===== config.mk =====
export PLATFORM = sky130hd
export DESIGN_NAME = lcd_sync_gen
export DESIGN_NICKNAME = d
export VERILOG_FILES = /design/src/rtl/lcd_sync_pkg.sv /design/src/rtl/lcd_sync_hcount.sv /design/src/rtl/lcd_sync_ctrl.sv /design/src/rtl/lcd_sync_dp.sv /design/src/rtl/lcd_sync_gen.sv
export SDC_FILE = /design/constraint.sdc
export NUM_CORES = 1
export LEC_CHECK = 0
export BUFFER_PORTS_ARGS = -buffer_cell sky130_fd_sc_hd__buf_2
export CAP_MARGIN = 10
export CORE_MARGIN = 2
export CORE_UTILIZATION = 35
export DETAILED_ROUTE_END_ITERATION = 10
export PLACE_DENSITY = 0.48
export RECOVER_POWER = 100
export SETUP_SLACK_MARGIN = 0.1
export SYNTH_ARGS = -nofsm -noshare
export SYNTH_HDL_FRONTEND = slang
export SYNTH_SLANG_ARGS = --single-unit

===== constraint.sdc =====
create_clock -name clk -period 7.9 [get_ports clk]
set_clock_uncertainty 0.1 [all_clocks]
set_input_delay 0.79 -clock clk [delete_from_list [all_inputs] [get_ports clk]]
set_output_delay 0.79 -clock clk [all_outputs]
set_load 0.005 [all_outputs]

===== src/rtl/lcd_sync_pkg.sv =====
package lcd_sync_pkg;

  typedef enum logic [1:0] {
    PANEL_TFT       = 2'b00,
    PANEL_STN_MONO  = 2'b01,
    PANEL_STN_COLOR = 2'b10,
    PANEL_STN_COLX  = 2'b11
  } panelKind_t;

  // strobes from the control half to the counters
  typedef struct packed {
    logic active;   // running and enabled
    logic pixStb;   // end of a pixel period
    logic loadCfg;  // sample configuration into shadows
  } ctrlStrobes_t;

endpackage


===== src/rtl/lcd_sync_hcount.sv =====
module lcd_sync_hcount
  import lcd_sync_pkg::*;
#(
  parameter int H_W  = 11,
  parameter int HC_W = 12
) (
  input  logic [H_W-1:0]  widthM1,
  input  logic [1:0]      panelMode,
  input  logic            ifNarrow,
  input  logic            dualScan,
  output logic [HC_W-1:0] hActCount
);
  localparam int SW = HC_W + 2;

  panelKind_t     kind;
  logic [SW-1:0]  pixels;
  logic [SW-1:0]  scaled;
  logic [SW-1:0]  byQuarter;
  logic [SW-1:0]  byEighth;

  always_comb begin
    kind      = panelKind_t'(panelMode);
    pixels    = SW'(widthM1) + SW'(1);
    scaled    = (kind == PANEL_STN_COLOR || kind == PANEL_STN_COLX) ? pixels * SW'(3) : pixels;
    byQuarter = (scaled + SW'(3)) >> 2;
    byEighth  = (scaled + SW'(7)) >> 3;
    if (kind == PANEL_TFT)
      hActCount = HC_W'(pixels);
    else if (ifNarrow || dualScan)
      hActCount = HC_W'(byQuarter);
    else
      hActCount = HC_W'(byEighth);
  end
endmodule


===== src/rtl/lcd_sync_ctrl.sv =====
module lcd_sync_ctrl
  import lcd_sync_pkg::*;
#(
  parameter int DIV_W = 8
) (
  input  logic             clk,
  input  logic             rstN,
  input  logic             enable,
  input  logic             bypass,
  input  logic [DIV_W-1:0] clkDiv,
  input  logic             lastPix,
  output ctrlStrobes_t     strb
);
  logic             running;
  logic             shBypass;
  logic [DIV_W-1:0] shDiv;
  logic [DIV_W:0]   divCnt;
  logic [DIV_W:0]   divLim;
  logic             active;
  logic             tick;
  logic             load;

  always_comb begin
    divLim = {shDiv, 1'b1};
    active = running && enable;
    tick   = active && (shBypass || divCnt == divLim);
    load   = (enable && !running) || (tick && lastPix);
    strb.active  = active;
    strb.pixStb  = tick;
    strb.loadCfg = load;
  end

  always_ff @(posedge clk or negedge rstN) begin
    if (!rstN) begin
      running  <= 1'b0;
      shBypass <= 1'b0;
      shDiv    <= '0;
      divCnt   <= '0;
    end else begin
      running <= enable;
      if (load) begin
        shBypass <= bypass;
        shDiv    <= clkDiv;
      end
      if (!active || tick)
        divCnt <= '0;
      else
        divCnt <= divCnt + 1'b1;
    end
  end
endmodule


===== src/rtl/lcd_sync_dp.sv =====
module lcd_sync_dp
  import lcd_sync_pkg::*;
#(
  parameter int HP_W = 8,
  parameter int H_W  = 11,
  parameter int HC_W = 12,
  parameter int VS_W = 6,
  parameter int VP_W = 8,
  parameter int V_W  = 11
) (
  input  logic            clk,
  input  logic            rstN,
  input  ctrlStrobes_t    strb,
  input  logic [HP_W-1:0] hSyncM1,
  input  logic [HP_W-1:0] hBackM1,
  input  logic [HP_W-1:0] hFrontM1,
  input  logic [HC_W-1:0] hActCount,
  input  logic [VS_W-1:0] vSyncM1,
  input  logic [VP_W-1:0] vBack,
  input  logic [VP_W-1:0] vFront,
  input  logic [V_W-1:0]  linesM1,
  input  logic            invLine,
  input  logic            invFrame,
  output logic            lastPix,
  output logic            hsync,
  output logic            vsync,
  output logic            de,
  output logic [H_W-1:0]  xPos,
  output logic [V_W-1:0]  yPos
);
  localparam int HT_W = HC_W + 2;
  localparam int VT_W = V_W + 2;
  localparam logic [HT_W-1:0] H_ONE = HT_W'(1);
  localparam logic [VT_W-1:0] V_ONE = VT_W'(1);

  // shadow copies, stable for a whole frame
  logic [HP_W-1:0] shHSync, shHBack, shHFront;
  logic [HC_W-1:0] shAct;
  logic [VS_W-1:0] shVSync;
  logic [VP_W-1:0] shVBack, shVFront;
  logic [V_W-1:0]  shLines;
  logic            shInvLine, shInvFrame;

  logic [HT_W-1:0] hCnt, hSyncEnd, hActStart, hActEnd, hTotal;
  logic [VT_W-1:0] vCnt, vSyncEnd, vActStart, vActEnd, vTotal;
  logic            hLast, vLast, inHSync, inVSync, hAct, vAct, deInt;

  always_comb begin
    hSyncEnd  = HT_W'(shHSync) + H_ONE;
    hActStart = hSyncEnd + HT_W'(shHBack) + H_ONE;
    hActEnd   = hActStart + HT_W'(shAct);
    hTotal    = hActEnd + HT_W'(shHFront) + H_ONE;
    vSyncEnd  = VT_W'(shVSync) + V_ONE;
    vActStart = vSyncEnd + VT_W'(shVBack);
    vActEnd   = vActStart + VT_W'(shLines) + V_ONE;
    vTotal    = vActEnd + VT_W'(shVFront);

    hLast   = (hCnt == hTotal - H_ONE);
    vLast   = (vCnt == vTotal - V_ONE);
    lastPix = hLast && vLast;

    inHSync = hCnt < hSyncEnd;
    inVSync = vCnt < vSyncEnd;
    hAct    = (hCnt >= hActStart) && (hCnt < hActEnd);
    vAct    = (vCnt >= vActStart) && (vCnt < vActEnd);
    deInt   = strb.active && hAct && vAct;

    hsync = strb.active ? (inHSync ^ shInvLine)  : invLine;
    vsync = strb.active ? (inVSync ^ shInvFrame) : invFrame;
    de    = deInt;
    xPos  = deInt ? H_W'(hCnt - hActStart) : '0;
    yPos  = deInt ? V_W'(vCnt - vActStart) : '0;
  end

  always_ff @(posedge clk or negedge rstN) begin
    if (!rstN) begin
      shHSync <= '0; shHBack <= '0; shHFront <= '0; shAct <= '0;
      shVSync <= '0; shVBack <= '0; shVFront <= '0; shLines <= '0;
      shInvLine <= 1'b0; shInvFrame <= 1'b0;
    end else if (strb.loadCfg) begin
      shHSync <= hSyncM1; shHBack <= hBackM1; shHFront <= hFrontM1; shAct <= hActCount;
      shVSync <= vSyncM1; shVBack <= vBack; shVFront <= vFront; shLines <= linesM1;
      shInvLine <= invLine; shInvFrame <= invFrame;
    end
  end

  always_ff @(posedge clk or negedge rstN) begin
    if (!rstN) begin
      hCnt <= '0;
      vCnt <= '0;
    end else if (!strb.active) begin
      hCnt <= '0;
      vCnt <= '0;
    end else if (strb.pixStb) begin
      if (hLast) begin
        hCnt <= '0;
        vCnt <= vLast ? '0 : vCnt + V_ONE;
      end else begin
        hCnt <= hCnt + H_ONE;
      end
    end
  end
endmodule


===== src/rtl/lcd_sync_gen.sv =====
module lcd_sync_gen
  import lcd_sync_pkg::*;
#(
  parameter int DIV_W = 8,
  parameter int HP_W  = 8,
  parameter int H_W   = 11,
  parameter int VS_W  = 6,
  parameter int VP_W  = 8,
  parameter int V_W   = 11
) (
  input  logic             clk,
  input  logic             rstN,
  input  logic             enable,
  input  logic             bypass,
  input  logic [DIV_W-1:0] clkDiv,
  input  logic [HP_W-1:0]  hSyncM1,
  input  logic [HP_W-1:0]  hBackM1,
  input  logic [HP_W-1:0]  hFrontM1,
  input  logic [H_W-1:0]   widthM1,
  input  logic [VS_W-1:0]  vSyncM1,
  input  logic [VP_W-1:0]  vBack,
  input  logic [VP_W-1:0]  vFront,
  input  logic [V_W-1:0]   linesM1,
  input  logic             invLine,
  input  logic             invFrame,
  input  logic [1:0]       panelMode,
  input  logic             ifNarrow,
  input  logic             dualScan,
  output logic             hsync,
  output logic             vsync,
  output logic             de,
  output logic             pixStb,
  output logic [H_W-1:0]   xPos,
  output logic [V_W-1:0]   yPos
);
  localparam int HC_W = H_W + 1;

  ctrlStrobes_t    strb;
  logic            lastPix;
  logic [HC_W-1:0] hActCount;

  lcd_sync_hcount #(.H_W(H_W), .HC_W(HC_W)) u_hcount (
    .widthM1(widthM1), .panelMode(panelMode), .ifNarrow(ifNarrow),
    .dualScan(dualScan), .hActCount(hActCount)
  );

  lcd_sync_ctrl #(.DIV_W(DIV_W)) u_ctrl (
    .clk(clk), .rstN(rstN), .enable(enable), .bypass(bypass),
    .clkDiv(clkDiv), .lastPix(lastPix), .strb(strb)
  );

  lcd_sync_dp #(
    .HP_W(HP_W), .H_W(H_W), .HC_W(HC_W), .VS_W(VS_W), .VP_W(VP_W), .V_W(V_W)
  ) u_dp (
    .clk(clk), .rstN(rstN), .strb(strb),
    .hSyncM1(hSyncM1), .hBackM1(hBackM1), .hFrontM1(hFrontM1), .hActCount(hActCount),
    .vSyncM1(vSyncM1), .vBack(vBack), .vFront(vFront), .linesM1(linesM1),
    .invLine(invLine), .invFrame(invFrame), .lastPix(lastPix),
    .hsync(hsync), .vsync(vsync), .de(de), .xPos(xPos), .yPos(yPos)
  );

  assign pixStb = strb.pixStb;
endmodule


* Yosys cells after proc, flatten, opt, wreduce, memory -nomap -nowiden
Cells that the tools add are included.
Operators by class: bitwise operators 2, order comparisons 6, reduce and logical (&&, ||, !) cells 18, mux-type cells 15, equal/unequal tests 7, multipliers 1, add/subtract/negate cells 21
Operators by type and width (count):
- 14-bit 2-to-1 mux | 4
- 13-bit 2-to-1 mux | 4
- 14-bit by 1-bit adder with 14-bit output (second input constant) | 3
- 14-bit by 8-bit adder with 14-bit output | 2
- 13-bit by 1-bit adder with 13-bit output (second input constant) | 2
- 12-bit 2-to-1 mux | 2
- 11-bit 2-to-1 mux | 2
- 11-bit subtractor | 2
- 14-bit by 12-bit adder with 14-bit output | 1
- 14-bit by 2-bit adder with 14-bit output (second input constant) | 1
- 14-bit by 3-bit adder with 14-bit output (second input constant) | 1
- 14-bit equality test | 1
- 14-bit greater-or-equal comparator | 1
- 14-bit less-than comparator | 1
- 14-bit by 9-bit less-than comparator with 1-bit output | 1
- 14-bit by 2-bit multiplier with 14-bit output (second input constant) | 1
- 14-bit by 1-bit subtractor with 14-bit output (second input constant) | 1
- 13-bit by 11-bit adder with 13-bit output | 1
- 13-bit by 8-bit adder with 13-bit output | 1
- 13-bit equality test | 1
- 13-bit greater-or-equal comparator | 1
- 13-bit less-than comparator | 1
- 13-bit by 7-bit less-than comparator with 1-bit output | 1
- 13-bit by 1-bit subtractor with 13-bit output (second input constant) | 1
- 17 further kinds | 33
Storage, ports and cells: bits of input ports 86, bits in registers 117, word-level logic and storage cells 86, output and inout port bits 26

* Longest topological paths before layout
Gate-level depths: netlist of the first run.
word-level depth 11, gate-level depth with buffers 31, depth with buffers taken out 28

* Modules after synthesis
Synthesis of the first run repeated with hierarchy kept, for this count alone.
Second synthesis, totals: cells, all modules 1464, area, all modules 12695.9 um^2
By module, submodules not included:
- lcd_sync_dp | cells an instance 1043, seq. area each 2452.4 um^2, area each 9342.7 um^2, times used 1
- lcd_sync_hcount | cells an instance 332, seq. area each 0.0 um^2, area each 2343.5 um^2, times used 1
- lcd_sync_ctrl | cells an instance 89, seq. area each 475.5 um^2, area each 1009.7 um^2, times used 1

* Worst setup path after synthesis of the first run
No wires, ideal clock.
path kind register to register, start register u_dp.shVSync[0], end register u_dp.shLines[5], path slack 1.840 ns, clock period less this slack 6.060 ns, required time 7.673 ns, setup time 0.127 ns, arrival 5.833 ns, stages on the path, launching flop included 30, path buffers 2, cell sequence dfrtp_1 ha_1 xor2_1 ha_1 a21oi_1 nand2_1 a21o_1 a21o_1 a21o_1 a21o_1 xor2_1 ha_1 nor3_1 o2111ai_1 and3_1 o21ai_0 xor2_1 inv_1 ha_1 xor2_1 nand3_1 or3_1 o211ai_1 nand4_1 a21o_1 o41ai_2 and2_1 buf_8 buf_8 mux2_1
On the way: longest elaborated chain between the ends 10
RTL lines:
- from (decl) | line lcd_sync_dp.sv:39 | logic [VS_W-1:0] shVSync;
- from (signal assigned) | line lcd_sync_dp.sv:82 | shVSync <= vSyncM1; shVBack <= vBack; shVFront <= vFront; shLines <= linesM1;
- 6-bit by 1-bit adder with 7-bit output | line lcd_sync_dp.sv:53 | vSyncEnd = VT_W'(shVSync) + V_ONE;
- 7-bit by 8-bit adder with 9-bit output | line lcd_sync_dp.sv:54 | vActStart = vSyncEnd + VT_W'(shVBack);
- 13-bit by 11-bit adder with 13-bit output | line lcd_sync_dp.sv:55 | vActEnd = vActStart + VT_W'(shLines) + V_ONE;
- 13-bit by 1-bit adder with 13-bit output | line lcd_sync_dp.sv:55
- 13-bit by 8-bit adder with 13-bit output | line lcd_sync_dp.sv:56 | vTotal = vActEnd + VT_W'(shVFront);
- 13-bit by 1-bit subtractor with 13-bit output | line lcd_sync_dp.sv:59 | vLast = (vCnt == vTotal - V_ONE);
- 13-bit equality test | line lcd_sync_dp.sv:59
- 1-bit logical AND | line lcd_sync_dp.sv:60 | lastPix = hLast && vLast;
- 1-bit logical AND | line lcd_sync_ctrl.sv:27 | load = (enable && !running) || (tick && lastPix);
- 1-bit logical OR | line lcd_sync_ctrl.sv:27
- to (signal assigned) | line lcd_sync_dp.sv:82
- to (decl) | line lcd_sync_dp.sv:41 | logic [V_W-1:0] shLines;
No other way between the ends. A chain may end at the register's enable or synchronous reset.

* Worst setup path after layout of the first run
start register u_dp.shHSync[0], end output port xPos[8]
On the way: longest elaborated chain between the ends 9, elaborated cells on any way between the ends 11, those cells by class add/sub: 5; order compare: 2; mux: 1; reduce/logical: 3
RTL lines:
- from (decl) | line lcd_sync_dp.sv:37 | logic [HP_W-1:0] shHSync, shHBack, shHFront;
- from (signal assigned) | line lcd_sync_dp.sv:81 | shHSync <= hSyncM1; shHBack <= hBackM1; shHFront <= hFrontM1; shAct <= hActCount;
- 8-bit by 1-bit adder with 9-bit output * | line lcd_sync_dp.sv:49 | hSyncEnd = HT_W'(shHSync) + H_ONE;
- 14-bit by 8-bit adder with 14-bit output * | line lcd_sync_dp.sv:50 | hActStart = hSyncEnd + HT_W'(shHBack) + H_ONE;
- 14-bit by 1-bit adder with 14-bit output * | line lcd_sync_dp.sv:50
- 14-bit by 12-bit adder with 14-bit output | line lcd_sync_dp.sv:51 | hActEnd = hActStart + HT_W'(shAct);
- 14-bit less-than comparator | line lcd_sync_dp.sv:64 | hAct = (hCnt >= hActStart) && (hCnt < hActEnd);
- 1-bit logical AND | line lcd_sync_dp.sv:64
- 1-bit logical AND (2 in series) | line lcd_sync_dp.sv:66 | deInt = strb.active && hAct && vAct;
- 11-bit 2-to-1 mux * | line lcd_sync_dp.sv:71 | xPos = deInt ? H_W'(hCnt - hActStart) : '0;
- to (decl) | line lcd_sync_gen.sv:33 | output logic [H_W-1:0] xPos,
Mark *: on every way between the ends. The rest lies on a longest branch, timed or not.

==> flow_summary.json, run 1 <==
{
  "outcome": "finished, violations left",
  "violations": "max-capacitance violations, max-slew violations",
  "grt-ovfl-total": 0,
  "grt_use_total_pct": 18.83,
  "holdPathEnd": "u_dp.shAct[3]$_DFFE_PN0P_",
  "fin_crit_ns": 7.376,
  "io_buffers": 111,
  "initial_core_util_pct": 35.61,
  "min_from": "u_dp.shAct[3]$_DFFE_PN0P_",
  "fmax_ghz": 0.1356,
  "nets": 1647,
  "wl_per_cell_um": 17.43,
  "power.internal_mw": 2.752,
  "p_leak_nw": 6.322,
  "synth-adder-area-share_pct": 15.45,
  "design.core.area_sq_um": 33620,
  "seq_area_sq_um": 2928,
  "synthSimpleGateAreaFrac_pct": 16.88,
  "num_rows": 67,
  "synth_top_family_by_area": "compound AO/OA/AOI/OAI gates",
  "ys_types": 80,
  "synth_fp_nets": 1552,
  "wl_met1_um": 16200,
  "synth_xor_area_share_pct": 10.88,
  "worst_slew_pin_slew_ns": 3.459,
  "totalWireLength_um": 32760,
  "synth-edff-count": 0,
  "ys_ff_latch": 117,
  "rsz0062_at_grt": "false",
  "drc": 0,
  "antennaDiodeCount": 0,
  "top_level_ports": 112,
  "root_buffer": "clkbuf_16",
  "synthArstFlopShare_pct": 100.0,
  "numCtsBuffers": 17,
  "swShare_pct": 46.08,
  "critPathMaxFanout": 23,
  "pwr-share-comb_pct": 68.7,
  "r2r-end": "u_dp.shHBack[7]$_DFFE_PN0P_",
  "fin_cells": 1879,
  "cts_tree": "built",
  "detail-route-antenna-nets": 0,
  "switching_power_mw": 2.352,
  "fp.dieH_um": 188.9,
  "place_inst": 1847,
  "syn-mean-instance-area_sq_um": 9.047,
  "clk_latency_ns": 0.44,
  "pwr-share-clk_pct": 17.1,
  "h-tree-depth": 4,
  "grt_pass1_wl_um": 53470,
  "setup_viol": 0,
  "dieArea_sq_um": 35690,
  "antenna_found_initial": 0,
  "layout_commonest_cell": "ha_1",
  "seq_power_share_pct": 14.2,
  "drt-initial-drc-count": 542,
  "syn_inst": 1323,
  "cts.sinks": 117,
  "synth_warnings": 0,
  "die_w_um": 188.9,
  "start_kind": "flop",
  "regToRegSetupSlack_ns": 0.65,
  "synth-main-ff-cell": "dfrtp_1",
  "synthesis.area_sq_um": 11970,
  "fin_area_sq_um": 13330,
  "slew_violations": 120,
  "dpl.hpwl_um": 25640,
  "synth-compound-area-share_pct": 17.38,
  "final.setup.tns_ns": 0,
  "r2r_cells": 28,
  "peakVddDrop_uv": 205.9,
  "hold_depth": 1,
  "viasPerCell": 5.186,
  "dpl_cell_area_sq_um": 12890,
  "cap_violations": 2,
  "cp_data_arrival_time_ns": 6.49,
  "hold_violations": 0,
  "post-cts-setup-buffers": 0,
  "final_cell_mix": "134 x ha_1, 117 x dfrtp_1, 108 x inv_1",
  "path_clk_slew_ns": 0.06,
  "hold_path.class": "flop to flop",
  "cp-end-kind": "output port",
  "n_fill_cell": 3534,
  "drive_above_1_share_pct": 12.58,
  "gp_congestion": 0.8522,
  "dr.pass1.iters": 5,
  "top_layer_used": "met4",
  "worstPathRequired_ns": 7.01,
  "met2WireLength_um": 15180,
  "vias": 9744,
  "max_slew_margin_pct": -130.6,
  "multi_input_area_sq_um": 8164,
  "grt_max_degree": 61,
  "fin_crit_sh_pct": 93.37,
  "first_global_vias": 9808,
  "critical_path_class": "flop to output port",
  "cp-startpoint": "u_dp.shHSync[0]$_DFFE_PN0P_",
  "clock_path_buffers": 2,
  "muxShareOfSynthArea_pct": 9.032,
  "met3WireLength_um": 1055,
  "reg2reg_from": "u_dp.shVSync[0]$_DFFE_PN0P_",
  "ys_seq_area_share_pct": 24.46,
  "cellPowerDensity_nw_per_um2": 382.8,
  "syn_to_final_growth_pct": 11.40
}
[final cells by class]
cell class	count	area share, %
flip-flops and latches	117	21.96
well taps	448	4.204
multi-input cells	1053	61.23
repair buffers	119	4.635
clock inverters	13	1.483
inverters	110	3.097
clock buffers	19	3.397
[cell usage after synthesis (8+ instances only)]
cell type  number  area (sq um)
nand3_1        37         185.2
or3_1          14         87.58
xnor2_1        72         630.6
inv_1         108         405.4
nor2b_1        21         131.4
nor2_1         98         367.9
and2_1          8         50.05
dfrtp_1       117          2928
nand2_1        70         262.8
nor3b_1         9         67.56
o21ai_1         8         40.04
a211oi_1       18         135.1
ha_1          135          1689
nand4_1        21         131.4
or2_2          10         62.56
mux2_4         60         900.9
and3_1         23         143.9
o2111ai_1       8         70.07
mux2i_1         9         90.09
clkbuf_1       28         105.1
o21ai_0        53         265.3
nor3_1         33         165.2
a21o_1         42         315.3
nand2b_1       14         87.58
a21oi_1        42         210.2
nor4_1         11         68.82
a32o_1         12         120.1
fa_1            8         160.2
o22ai_1        18         112.6
o21a_1         28         210.2
xor2_1         62         543.0
[cell families (layout without fill, tap and decap cells)]
group	after synthesis	count (layout)
xor gates and xnor gates	140	140
DFF	117	117
adders and majority gates	143	143
and+or+nand+nor	393	393
muxes	77	77
buffers and inverters	153	261
AOI/OAI and AO/OA	300	300
[state kept, by name, indices dropped and copies added, names as in the netlist]
| signal | count |
|---|---|
| u_dp.shVFront | 8 |
| u_ctrl.shDiv | 8 |
| u_dp.shInvFrame | 1 |
| u_dp.shHFront | 8 |
| u_dp.shInvLine | 1 |
| u_dp.vCnt | 13 |
| u_dp.shHSync | 8 |
| u_dp.shHBack | 8 |
| u_dp.shLines | 11 |
| u_ctrl.running | 1 |
| u_ctrl.shBypass | 1 |
| u_dp.hCnt | 14 |
| u_ctrl.divCnt | 9 |
| u_dp.shVBack | 8 |
| u_dp.shVSync | 6 |
| u_dp.shAct | 12 |
[worst max path at each step]
stage,to,depth (start not counted)
after floorplan,u_dp.shLines[5]$_DFFE_PN0P_,29
after global placement,xPos[8],24
after detailed placement,xPos[8],24
after CTS,yPos[2],24
after global routing,xPos[8],24
final,xPos[8],24
[metal layers]
layer  track usage [%]  vias up
met5                 0        -
met4             3.816        0
met3             2.817       20
met2             31.09      164
met1             26.11     4599
li1                  -     4961
[power groups by stage]
stage               combinational (mW)  clock [mW]  sequential [mW]
floorplan                         2.82           0            0.712
detailed placement                3.49           0            0.740
global route                      3.97       0.917            0.737
global placement                  3.50           0            0.741
finish                            3.50       0.872            0.727
CTS                               3.54       0.891            0.731
[timing repair]
item,CTS,global route
setup endpoints to repair,7,23
gates cloned,0,0
resized for setup,4,8
hold buffers,0,0
[worst max-delay path, cell delays in order (launching register included)]
cell	delay, ns
dfrtp_1	0.47
ha_1	0.29
xor2_2	0.17
ha_1	0.32
nor2b_1	0.14
o21ai_0	0.16
nand2b_1	0.11
a21o_1	0.19
a21o_1	0.19
a21o_1	0.19
a21o_1	0.19
xnor2_1	0.19
ha_2	0.44
nand2_1	0.13
a311oi_2	0.33
o211ai_1	0.20
ha_1	0.22
or4_1	0.52
a2111oi_2	0.39
o31ai_1	0.17
a21oi_2	0.20
o2111ai_1	0.14
buf_4	0.27
a211oi_2	0.27
clkbuf_1	0.14
[stage by stage]
step / util, % / power [mW] / hold WS (ns) / setup WS (ns)
2_1_floorplan: - / 3.531 / 0.3649 / 1.840
3_3_place_gp: 38.34 / 4.236 / 0.4136 / 0.2771
3_5_place_dp: 38.34 / 4.235 / 0.4054 / 0.3532
4_1_cts: 40.32 / 5.158 / 0.3675 / 0.1231
5_1_grt: 39.67 / 5.625 / 0.4216 / 0.05396
6_report: 39.67 / 5.104 / 0.3974 / 0.5240
Power figures use the tool's default switching activity.
==> inputs of run 2 (changes only) <==
- clock period: 7.9 -> 9.6 ns (I/O delays scaled with it)
==> flow_summary.json, run 2 (synthesis results as in run 1) <==
{
  "outcome": "finished, violations left",
  "violations": "max-capacitance violations, max-slew violations",
  "reg_top3": "u_dp.hCnt (14), u_dp.vCnt (13), u_dp.shAct (12)",
  "start_kind": "flop",
  "drc": 0,
  "detail-route-antenna-nets": 0,
  "path_clk_slew_ns": 0.06,
  "ctsResizeCount": 0,
  "layout_commonest_cell": "ha_1",
  "rsz0062_at_grt": "false",
  "n_fill_cell": 3449,
  "final.setup.tns_ns": 0,
  "first_global_vias": 9650,
  "h-tree-depth": 4,
  "cp_data_arrival_time_ns": 8.11,
  "hold_path.class": "flop to flop",
  "syn_to_final_growth_pct": 10.24,
  "utilization_pct": 39.25,
  "fin_crit_sh_pct": 82.38,
  "regToRegSetupSlack_ns": 1.69,
  "hold_violations": 0,
  "wl_per_cell_um": 17.23,
  "clock_path_buffers": 2,
  "antenna_found_initial": 0,
  "drt-initial-drc-count": 395,
  "drive_above_1_share_pct": 11.06,
  "vias": 9707,
  "fmax_ghz": 0.1264,
  "dieArea_sq_um": 35690,
  "setup_viol": 0,
  "numCtsBuffers": 17,
  "cp-end-kind": "flop",
  "cts.sinks": 117,
  "crit_family": "compound AO/OA/AOI/OAI gates",
  "fp.dieH_um": 188.9,
  "whs_ns": 0.4001,
  "totalWireLength_um": 32350,
  "grt_use_total_pct": 18.54,
  "slowest_delay_ns": 0.86,
  "root_buffer": "clkbuf_16",
  "cap_violations": 3,
  "post-cts-setup-buffers": 0,
  "largest_reg_flops": 14,
  "viasPerCell": 5.172,
  "critPathMaxFanout": 39,
  "dpl.hpwl_um": 25600,
  "slew_violations": 122,
  "final_cell_mix": "135 x ha_1, 117 x dfrtp_1, 108 x inv_1",
  "max_slew_margin_pct": -79.48,
  "hold_buffers": 0,
  "crit_path_frequent_cell": "a21o_1",
  "critPathBufInv": 2,
  "clk_latency_ns": 0.43,
  "fin_crit_ns": 7.909,
  "initial_core_util_pct": 35.61,
  "top_register": "u_dp.hCnt",
  "grt_pass1_wl_um": 52560,
  "gp_congestion": 0.8270,
  "top_level_ports": 112,
  "grt_max_degree": 46,
  "dr.pass1.iters": 4,
  "critical_path_class": "flop to flop",
  "grt-ovfl-total": 0,
  "cts_tree": "built",
  "num_rows": 67,
  "nets": 1645,
  "worstPathRequired_ns": 9.81,
  "design.core.area_sq_um": 33620,
  "p_leak_nw": 6.239,
  "die_w_um": 188.9,
  "peakVddDrop_uv": 223.8,
  "antennaDiodeCount": 0,
  "crit_slowest_cell": "clkbuf_1",
  "worst_slew_pin_slew_ns": 2.692,
  "total_power_mw": 4.140,
  "cellPowerDensity_nw_per_um2": 313.8,
  "io_buffers": 111
}
==> run 2: cell types whose count changed in the layout (fill, tap and decap cells not counted), moves of 3 or more <==
cell,delta
nor3_1,+3
buf_4,-3
clkbuf_1,+10
buf_2,-10
clkbuf_2,+3
nor3_2,-3
==> run 2: report_power, final <==
group          internal (mW)  switching, mW
sequential             0.548         0.0473
combinational           1.26           1.60
clock                  0.418          0.265
==> run 2: path summary, 6_finish.rpt <==
check	startpoint	end	cells after the start
min in group asynchronous	rstN	u_dp.shLines[1]$_DFFE_PN0P_	1
hold reg to reg	u_dp.shLines[2]$_DFFE_PN0P_	u_dp.shLines[2]$_DFFE_PN0P_	1
max in group asynchronous	rstN	u_dp.shHSync[2]$_DFFE_PN0P_	3
setup reg to reg	u_dp.shVSync[0]$_DFFE_PN0P_	u_dp.shHBack[6]$_DFFE_PN0P_	28
setup / recovery	u_dp.shVSync[0]$_DFFE_PN0P_	u_dp.shHBack[6]$_DFFE_PN0P_	28
hold / removal	u_dp.shLines[2]$_DFFE_PN0P_	u_dp.shLines[2]$_DFFE_PN0P_	1
==> run 2: area by class of cell <==
class,count,area (sq um),share of cell area [%]
clock buffer,18,439.2,3.328
clock inverter,14,175.2,1.328
inverter,110,412.9,3.129
multi-input combinational,1053,8122,61.55
sequential,117,2928,22.19
tap,448,560.5,4.248
timing repair buffer,117,558.0,4.229
==> run 2: worst reg2reg max path, delay by kind of cell, from the launching register on <==
| kind | cells | cell delay [ns] |
|---|---|---|
| flops | 1 | 0.42 |
| xor+xnor | 4 | 1.08 |
| simple gates | 7 | 1.76 |
| buf+inv | 2 | 0.96 |
| mux | 1 | 0.41 |
| fa+ha+maj | 4 | 1.11 |
| compound gates | 10 | 1.94 |
==> run 2: per-stage QoR <==
stage / area, sq um / std cells / worst slack, ns
after global routing: 13200 / 1877 / 0.9678
after CTS: 13460 / 1877 / 2.022
final: 13200 / 1877 / 1.691
after floorplan: 11970 / 1323 / 3.395
after global placement: 12850 / 1845 / 2.062
after detailed placement: 12850 / 1845 / 2.044
==> run 2: layer usage <==
metal / global-route usage [%] / part of all wire [%] / wire, um / up-vias
li1: - / - / - / 4970
met1: 25.67 / 49 / 15960 / 4533
met2: 30.32 / 46 / 14930 / 172
met3: 2.576 / 2.9 / 936 / 32
met4: 4.838 / 1.6 / 522 / 0
met5: 0 / 0 / 0 / -
